$ cat config.mk
export PLATFORM = sky130hd
export DESIGN_NAME = gpioPort
export DESIGN_NICKNAME = d
export VERILOG_FILES = /design/src/rtl/gpioPortPkg.sv /design/src/rtl/gpioPortCtrl.sv /design/src/rtl/gpioPortDatapath.sv /design/src/rtl/gpioPort.sv
export SDC_FILE = /design/constraint.sdc
export NUM_CORES = 1
export LEC_CHECK = 0
export BUFFER_PORTS_ARGS = -buffer_cell sky130_fd_sc_hd__buf_2
export CAP_MARGIN = 30
export CORE_ASPECT_RATIO = 0.7
export CORE_UTILIZATION = 30
export CTS_CLUSTER_SIZE = 28
export DETAILED_ROUTE_END_ITERATION = 7
export PLACE_DENSITY = 0.63
export SYNTH_ARGS = -nofsm -noshare
export SYNTH_HDL_FRONTEND = slang
export SYNTH_SLANG_ARGS = --single-unit
$ cat constraint.sdc
create_clock -name clk -period 3.3 [get_ports clk]
set_clock_uncertainty 0.05 [all_clocks]
set_input_delay 0.495 -clock clk [delete_from_list [all_inputs] [get_ports clk]]
set_output_delay 0.495 -clock clk [all_outputs]
set_load 0.01 [all_outputs]
$ cat src/rtl/gpioPortPkg.sv
package gpioPortPkg;

  typedef enum logic [1:0] {
    REG_PORT  = 2'd0,
    REG_OMODE = 2'd1,
    REG_IMODE = 2'd2,
    REG_CFG   = 2'd3
  } regSel_e;

  localparam int CFG_PULLDIS_BIT = 0;
  localparam int CFG_XBAR_BIT    = 1;

  typedef struct packed {
    logic    wrPort;
    logic    wrOutMode;
    logic    wrInMode;
    logic    wrCfg;
    logic    bitMode;
    logic    rdEn;
    logic    rdRmw;
    regSel_e rdSel;
  } ctrlStrobes_t;

endpackage

$ cat src/rtl/gpioPortCtrl.sv
module gpioPortCtrl
  import gpioPortPkg::*;
(
  input  logic         busSel,
  input  logic         busWrite,
  input  logic         busRmw,
  input  logic         busBitMode,
  input  logic [1:0]   busAddr,
  output ctrlStrobes_t strobes
);

  regSel_e sel;
  logic    wrAny;

  assign sel   = regSel_e'(busAddr);
  assign wrAny = busSel & busWrite;

  always_comb begin
    strobes           = '0;
    strobes.wrPort    = wrAny & (sel == REG_PORT);
    strobes.wrOutMode = wrAny & (sel == REG_OMODE);
    strobes.wrInMode  = wrAny & (sel == REG_IMODE);
    strobes.wrCfg     = wrAny & (sel == REG_CFG);
    strobes.bitMode   = wrAny & busBitMode;
    strobes.rdEn      = busSel & ~busWrite;
    strobes.rdRmw     = busSel & ~busWrite & busRmw;
    strobes.rdSel     = sel;
  end

endmodule

$ cat src/rtl/gpioPortDatapath.sv
module gpioPortDatapath
  import gpioPortPkg::*;
#(
  parameter int WIDTH       = 8,
  parameter int SYNC_STAGES = 2,
  localparam int IDX_W      = (WIDTH > 1) ? $clog2(WIDTH) : 1
) (
  input  logic             clk,
  input  logic             rstN,
  input  ctrlStrobes_t     strobes,
  input  logic [IDX_W-1:0] busBitIdx,
  input  logic [WIDTH-1:0] busWdata,
  output logic [WIDTH-1:0] busRdata,
  input  logic [WIDTH-1:0] pinIn,
  input  logic [WIDTH-1:0] periphOwn,
  input  logic [WIDTH-1:0] periphOut,
  output logic [WIDTH-1:0] padOe,
  output logic [WIDTH-1:0] padOut,
  output logic [WIDTH-1:0] padPullUp
);

  logic [WIDTH-1:0] portLatch, outModeQ, inModeQ;
  logic             pullDisQ, xbarEnQ;
  logic [WIDTH-1:0] wrMask, wrVal;
  logic [WIDTH-1:0] syncQ [SYNC_STAGES];
  logic [WIDTH-1:0] pinSync, outVal;

  // Write mask and value: whole byte, or one bit taken from wdata[0]
  always_comb begin
    if (strobes.bitMode) begin
      wrMask            = '0;
      wrMask[busBitIdx] = 1'b1;
      wrVal             = {WIDTH{busWdata[0]}};
    end else begin
      wrMask = '1;
      wrVal  = busWdata;
    end
  end

  always_ff @(posedge clk or negedge rstN) begin
    if (!rstN) begin
      portLatch <= '1;
      outModeQ  <= '0;
      inModeQ   <= '1;
      pullDisQ  <= 1'b0;
      xbarEnQ   <= 1'b0;
    end else begin
      if (strobes.wrPort)    portLatch <= (portLatch & ~wrMask) | (wrVal & wrMask);
      if (strobes.wrOutMode) outModeQ  <= (outModeQ  & ~wrMask) | (wrVal & wrMask);
      if (strobes.wrInMode)  inModeQ   <= (inModeQ   & ~wrMask) | (wrVal & wrMask);
      if (strobes.wrCfg) begin
        if (wrMask[CFG_PULLDIS_BIT]) pullDisQ <= wrVal[CFG_PULLDIS_BIT];
        if (wrMask[CFG_XBAR_BIT])    xbarEnQ  <= wrVal[CFG_XBAR_BIT];
      end
    end
  end

  // Pin synchronizer chain
  generate
    for (genvar s = 0; s < SYNC_STAGES; s++) begin : gSync
      always_ff @(posedge clk or negedge rstN) begin
        if (!rstN) syncQ[s] <= '0;
        else if (s == 0) syncQ[s] <= pinIn;
        else syncQ[s] <= syncQ[(s == 0) ? 0 : s-1];
      end
    end
  endgenerate

  assign pinSync = syncQ[SYNC_STAGES-1];

  // Per-pin pad control
  generate
    for (genvar i = 0; i < WIDTH; i++) begin : gPad
      assign outVal[i]    = (xbarEnQ & periphOwn[i]) ? periphOut[i] : portLatch[i];
      assign padOe[i]     = inModeQ[i] & (outModeQ[i] | ~outVal[i]);
      assign padOut[i]    = inModeQ[i] & outModeQ[i] & outVal[i];
      assign padPullUp[i] = inModeQ[i] & ~pullDisQ & ~(padOe[i] & ~padOut[i]);
    end
  endgenerate

  // Read mux
  always_comb begin
    busRdata = '0;
    if (strobes.rdEn) begin
      unique case (strobes.rdSel)
        REG_PORT:  busRdata = strobes.rdRmw ? portLatch : (pinSync & inModeQ);
        REG_OMODE: busRdata = outModeQ;
        REG_IMODE: busRdata = inModeQ;
        REG_CFG: begin
          busRdata[CFG_PULLDIS_BIT] = pullDisQ;
          busRdata[CFG_XBAR_BIT]    = xbarEnQ;
        end
        default:   busRdata = '0;
      endcase
    end
  end

  // Assertions
  a_r2_byte_write: assert property (@(posedge clk) disable iff (!rstN)
    (strobes.wrPort & ~strobes.bitMode) |=> (portLatch == $past(busWdata)));

  a_r3_bit_write_isolated: assert property (@(posedge clk) disable iff (!rstN)
    (strobes.wrPort & strobes.bitMode) |=>
      ((portLatch & ~$past(wrMask)) == ($past(portLatch) & ~$past(wrMask))));

  a_r5_analog_reads_zero: assert property (@(posedge clk) disable iff (!rstN)
    (strobes.rdEn & ~strobes.rdRmw & (strobes.rdSel == REG_PORT)) |->
      ((busRdata & ~inModeQ) == '0));

  a_r6_rmw_reads_latch: assert property (@(posedge clk) disable iff (!rstN)
    (strobes.rdRmw & (strobes.rdSel == REG_PORT)) |-> (busRdata == portLatch));

  a_r8_od_never_drives_high: assert property (@(posedge clk) disable iff (!rstN)
    ((padOe & padOut & ~outModeQ) == '0));

  a_r9_analog_undriven: assert property (@(posedge clk) disable iff (!rstN)
    (((padOe | padPullUp) & ~inModeQ) == '0));

  a_r10_pull_disabled: assert property (@(posedge clk) disable iff (!rstN)
    pullDisQ |-> (padPullUp == '0));

endmodule

$ cat src/rtl/gpioPort.sv
module gpioPort
  import gpioPortPkg::*;
#(
  parameter int WIDTH       = 8,
  parameter int SYNC_STAGES = 2,
  localparam int IDX_W      = (WIDTH > 1) ? $clog2(WIDTH) : 1
) (
  input  logic             clk,
  input  logic             rstN,
  input  logic             busSel,
  input  logic             busWrite,
  input  logic             busRmw,
  input  logic             busBitMode,
  input  logic [IDX_W-1:0] busBitIdx,
  input  logic [1:0]       busAddr,
  input  logic [WIDTH-1:0] busWdata,
  output logic [WIDTH-1:0] busRdata,
  input  logic [WIDTH-1:0] pinIn,
  input  logic [WIDTH-1:0] periphOwn,
  input  logic [WIDTH-1:0] periphOut,
  output logic [WIDTH-1:0] padOe,
  output logic [WIDTH-1:0] padOut,
  output logic [WIDTH-1:0] padPullUp
);

  ctrlStrobes_t strobes;

  gpioPortCtrl uCtrl (
    .busSel     (busSel),
    .busWrite   (busWrite),
    .busRmw     (busRmw),
    .busBitMode (busBitMode),
    .busAddr    (busAddr),
    .strobes    (strobes)
  );

  gpioPortDatapath #(
    .WIDTH       (WIDTH),
    .SYNC_STAGES (SYNC_STAGES)
  ) uDp (
    .clk       (clk),
    .rstN      (rstN),
    .strobes   (strobes),
    .busBitIdx (busBitIdx),
    .busWdata  (busWdata),
    .busRdata  (busRdata),
    .pinIn     (pinIn),
    .periphOwn (periphOwn),
    .periphOut (periphOut),
    .padOe     (padOe),
    .padOut    (padOut),
    .padPullUp (padPullUp)
  );

endmodule

==> results of run 1 <==
[layer usage]
| metal | part of all wire [%] | wire length (um) |
|---|---|---|
| met5 | 0 | 0 |
| met1 | 51 | 3310 |
| met2 | 43 | 2800 |
| met4 | 0.67 | 44 |
| met3 | 5.9 | 388 |
[metrics by stage]
stage	util, %	setup slack [ns]	hold WS, ns	std cells
floorplan	-	1.29	0.149	220
global placement	36.2	0.854	0.285	381
detailed placement	36.2	0.825	0.285	381
CTS	38.3	0.805	0.254	389
global route	38.7	0.711	0.253	391
finish	38.7	0.774	0.262	391
[worst paths after layout]
path / startpoint / end / slack [ns] / depth (start not counted)
min in group asynchronous: rstN / uDp.syncQ[14] / 0.48 / 2
worst max register to register: uDp.pullDisQ / uDp.pullDisQ / 2.17 / 1
worst min register to register: uDp.syncQ[9] / uDp.pinSync[1] / 0.30 / 0
worst min-delay path: pinIn[2] / uDp.syncQ[10] / 0.26 / 1
max in group asynchronous: rstN / asynchronous set/reset pin / 2.25 / 3
worst max-delay path: busAddr[1] / busRdata[0] / 0.77 / 5
[power groups by stage]
| stage | combinational (uW) | clock, uW | sequential (uW) |
|---|---|---|---|
| 6_report | 399 | 554 | 761 |
| 4_1_cts | 400 | 571 | 762 |
| 2_1_floorplan | 285 | 0 | 705 |
| 3_5_place_dp | 397 | 0 | 771 |
| 3_3_place_gp | 390 | 0 | 769 |
| 5_1_grt | 445 | 597 | 778 |
[layout by cell type, fill, tap and decap left out, drive strengths merged, types with 2 or more instances in the layout]
| cell type | synthesis | final |
|---|---|---|
| o2bb2ai | 6 | 6 |
| mux2 | 27 | 27 |
| a22oi | 7 | 7 |
| nor3b | 11 | 11 |
| nand4b | 2 | 2 |
| clkbuf | 6 | 5 |
| a21oi | 14 | 14 |
| nand2b | 7 | 7 |
| o21ai | 14 | 14 |
| dfstp | 16 | 16 |
| and4 | 2 | 2 |
| and3b | 8 | 8 |
| clkinv | 0 | 2 |
| o21a | 8 | 8 |
| nand2 | 15 | 15 |
| nor2b | 2 | 2 |
| dfrtp | 26 | 26 |
| a21o | 8 | 8 |
| mux2i | 15 | 15 |
| nand3 | 3 | 3 |
| and4b | 2 | 2 |
| buf | 8 | 75 |
| nand3b | 5 | 5 |
[area by class of cell]
cell class	instances	area, um^2
Fill cell	792	4800
Multi-Input combinational cell	164	1270
Sequential cell	42	1070
Timing Repair Buffer	76	400
Tap cell	101	126
Clock buffer	5	125
Clock inverter	3	40.0
[repair_timing]
| action | CTS | global route |
|---|---|---|
| hold endpoints to repair | 0 | 1 |
| setup endpoints to repair | 0 | 0 |
| hold buffers | 0 | 1 |
[cell families after synthesis]
group	synth area share, %
DFF	44.2
muxes	18.7
AOI/OAI and AO/OA	15.7
and+or+nand+nor	18.1
buffers and inverters	3.25
==> flow_metrics.tcl, run 1 <==
set metrics [dict create \
    crit_required_ns 2.75 \
    final_max_slew_viol_count 0 \
    start_kind "input port" \
    drt_iter0_markers 64 \
    cpMostUsedCell "buf_2" \
    use_met1_pct 23.3 \
    insertion_delay_ns 0.28 \
    powerDensity_nw_per_um2 565 \
    path_clk_slew_ns 0.06 \
    clock_path_buffers 2 \
    drt-pass1-iter-count 4 \
    viasPerCell 5.08 \
    numCtsBuffers 5 \
    n_antenna_cell 0 \
    dieArea_um2 8440 \
    layout_min_cycle_time_ns 2.53 \
    routedWlPerCell_um 16.7 \
    power_frac_seq_pct 44.4 \
    port_buffers 74 \
    worst_pin_slew_ns 0.844 \
    cpMaxStageDelayCell "nor2b_1" \
    grt_overflow 0 \
    clock_sinks 42 \
    syn_avg_cell_area_um2 11.0 \
    grt_use_met3_pct 5.44 \
    hp-class "in -> reg" \
    place_congestion 0.788 \
    report.power.total_uw 1710 \
    placementRows 27 \
    outcome "finished clean" \
    drive_gt1_share_pct 36.6 \
    grt_pass1_wl_um 10200 \
    hpwlAfterDp_um 4720 \
    relSlewSlack_pct 43.6 \
    min_period_over_period_pct 76.5 \
    rsz0062_at_grt "false" \
    cts_setup_buffers 0 \
    p_switching_uw 510 \
    drt_wl_total_um 6540 \
    finalSetupTns_ns 0 \
    placed_area_um2 2840 \
    grt_util_all_layers_pct 16.6 \
    seq_area_frac_synth_pct 44.2 \
    synth_area_leaders "dfrtp_1, dfstp_2, mux2_1" \
    ios 75 \
    cts-root-buf "clkbuf_16" \
    coreArea_um2 7840 \
    p_sw_share_pct 29.7 \
    antenna_found_initial 0 \
    grt_use_met2_pct 24.8 \
    grt_max_degree 43 \
    die_h_um 77.2 \
    fin_area_um2 3040 \
    setup_violations 0 \
    ys_seq_elements 42 \
    cts_tree "yes" \
    synth_common_cells "dfrtp_1, mux2_1, dfstp_2" \
    synth_flop_cell "dfrtp_1" \
    leakage_uw 0.00147 \
    floorplan.initialDensity_pct 30.9 \
    synth.most_common_cell "dfrtp_1" \
    setup.worst_path.class "in -> out" \
    dr_total_vias 1987 \
    nets 332 \
    slowest_delay_ns 0.59 \
    grt_pass1_vias 1943 \
    synth_cell_types 36 \
    yosys.area.top_type "dfrtp_1" \
    drv_cap 0 \
    intPower_uw 1200 \
    grt.busiest_layer "met2" \
    comb_power_share_pct 23.2 \
    cp.arrival_ns 1.98 \
    syn-num-nets 263 \
    path_buf_inv 2 \
    antenna_left 0 \
    yosysWarningCount 0 \
    syn_area_um2 2420 \
    cts_max_level 2 \
    hold_viol_final 0 \
    irDropWorstVdd_mv 0.195 \
    cts_resized 0 \
    crit_path_end_kind "primary output" \
    drc_errors 0 \
    crit_family "simple AND/OR/NAND/NOR gates" \
    die_w_um 109 \
    synth_edf_count 0 \
    crit_chain "buf_2 > nor2b_1 > a22oi_1 > a21oi_1 > buf_2" \
    synth.top_cell.area_share_pct 26.9 \
    pwr-share-clk_pct 32.3 \
    fmax_ghz 0.396 \
    cp_max_fo 20 \
    syn_to_final_growth_pct 25.3 \
    synthCells 220 \
    synthArstFlopShare_pct 100 \
]
(Power assumes the default switching activity.)
==> run 2, diff against run 1 <==
==> constraint.sdc (replaced) <==
create_clock -name clk -period 2.4 [get_ports clk]
set_clock_uncertainty 0.05 [all_clocks]
set_input_delay 0.36 -clock clk [delete_from_list [all_inputs] [get_ports clk]]
set_output_delay 0.36 -clock clk [all_outputs]
set_load 0.01 [all_outputs]
==> run 2 against run 1 <==
Net effect:
- global-route usage grew 0.59 points
- die area is the same
- worst hold slack lost 0.13 ns
- critical path depth shrank 1
- design area grew 0.91%
- non-clock buffer count grew 8
- combinational power grew 46%
- register-to-register slack lost 0.85 ns
- largest cell class unchanged
- largest power group unchanged
- highest routed layer unchanged
==> flow_metrics.tcl, run 2 (synthesis results as in run 1) <==
set metrics [dict create \
    r2r_slack_ns 1.32 \
    insertion_delay_ns 0.28 \
    ios 75 \
    crit_required_ns 1.99 \
    nets 340 \
    layout_common_cells "buf_2, dfrtp_1, mux2_1" \
    antenna_left 0 \
    port_buffers 74 \
    layout_min_cycle_time_ns 2.10 \
    floorplan.initialDensity_pct 30.9 \
    rr_startpoint "uDp.xbarEnQ" \
    final_common_cell "buf_2" \
    cts-root-buf "clkbuf_16" \
    grt_pass1_vias 1944 \
    routedWlPerCell_um 16.7 \
    nFillCells 793 \
    crit_path_end_kind "primary output" \
    irDropWorstVdd_mv 0.301 \
    n_antenna_cell 0 \
    r2r-end "uDp.xbarEnQ" \
    grt_util_all_layers_pct 17.2 \
    drive_gt1_share_pct 38.3 \
    worst_pin_slew_ns 0.899 \
    placed_cells 391 \
    grt_max_degree 42 \
    start_kind "flip-flop" \
    holdCritStartpoint "pinIn[0]" \
    final_cells 399 \
    drt_wl_total_um 6640 \
    crit_chain "nand2_1 > mux2i_1 > and3b_1 > buf_2" \
    placed_area_um2 2920 \
    placementRows 27 \
    cts_setup_buffers 0 \
    hold_viol_final 0 \
    relSlewSlack_pct 40.1 \
    clock_path_buffers 2 \
    finalSetupTns_ns 0 \
    setup_violations 0 \
    outcome "finished clean" \
    drc_errors 0 \
    numCtsBuffers 5 \
    cp_max_fo 10 \
    min_period_over_period_pct 87.4 \
    drt-pass1-iter-count 4 \
    fin_area_um2 3060 \
    setup.worst_path.class "reg -> out" \
    fmax_ghz 0.477 \
    clock_sinks 42 \
    grt_pass1_wl_um 10700 \
    cpMaxStageDelayCell "dfrtp_1" \
    critPathLaunch "uDp.xbarEnQ" \
    slowest_delay_ns 0.65 \
    leakage_uw 0.00149 \
    powerDensity_nw_per_um2 746 \
    path_clk_slew_ns 0.06 \
    cts_max_level 2 \
    path_buf_inv 1 \
    cp.arrival_ns 1.69 \
    die_w_um 109 \
    final_max_slew_viol_count 0 \
    cts_resized 0 \
    hold_buffers 0 \
    final_util_pct 39.1 \
    drv_cap 0 \
    holdPathEnd "uDp.syncQ[8]" \
    antenna_found_initial 0 \
    hpwlAfterDp_um 4960 \
    dr_total_vias 2042 \
    hp-class "in -> reg" \
    reg2reg_depth 1 \
    hold_depth 1 \
    cts_tree "yes" \
    dieArea_um2 8440 \
    die_h_um 77.2 \
    drt_iter0_markers 92 \
    rsz0062_at_grt "false" \
    coreArea_um2 7840 \
    place_congestion 0.812 \
    viasPerCell 5.12 \
    report.power.total_uw 2290 \
    crit_family "flip-flops" \
    grt_overflow 0 \
    syn_to_final_growth_pct 26.4 \
    crit_cells 4 \
]
## run 2: layout make-up
type | count | area (um^2) | share of cell area (%)
flip-flops and latches | 42 | 1070 | 35.0
well taps | 101 | 126 | 4.13
clock inverters | 1 | 5.00 | 0.163
multi-input cells | 164 | 1270 | 41.5
repair buffers | 84 | 445 | 14.5
clock buffers | 7 | 143 | 4.66
## run 2: per-layer routing
metal,global-route usage (%),share of wire (%)
met5,0,0
met4,5.73,1.8
met3,3.23,5.9
met2,23.8,41
met1,26.4,51
## run 2: power by group
group,switching (uW),total (uW),internal [uW]
clock,262,674,412
combinational,288,583,295
sequential,144,1030,885
## run 2: how the worst max path moves through the flow
stage	endpoint	slack [ns]
after floorplan	busRdata[1]	0.66
after global placement	busRdata[1]	0.50
after detailed placement	busRdata[1]	0.47
after CTS	padOut[1]	0.29
after global routing	padOut[4]	0.14
final	padOut[1]	0.30
## run 2: per-stage QoR
step / hold WS [ns] / setup slack (ns)
after floorplan: 0.0144 / 0.657
after global placement: 0.284 / 0.500
after detailed placement: 0.288 / 0.470
after CTS: 0.124 / 0.288
after global routing: 0.121 / 0.136
final: 0.128 / 0.302
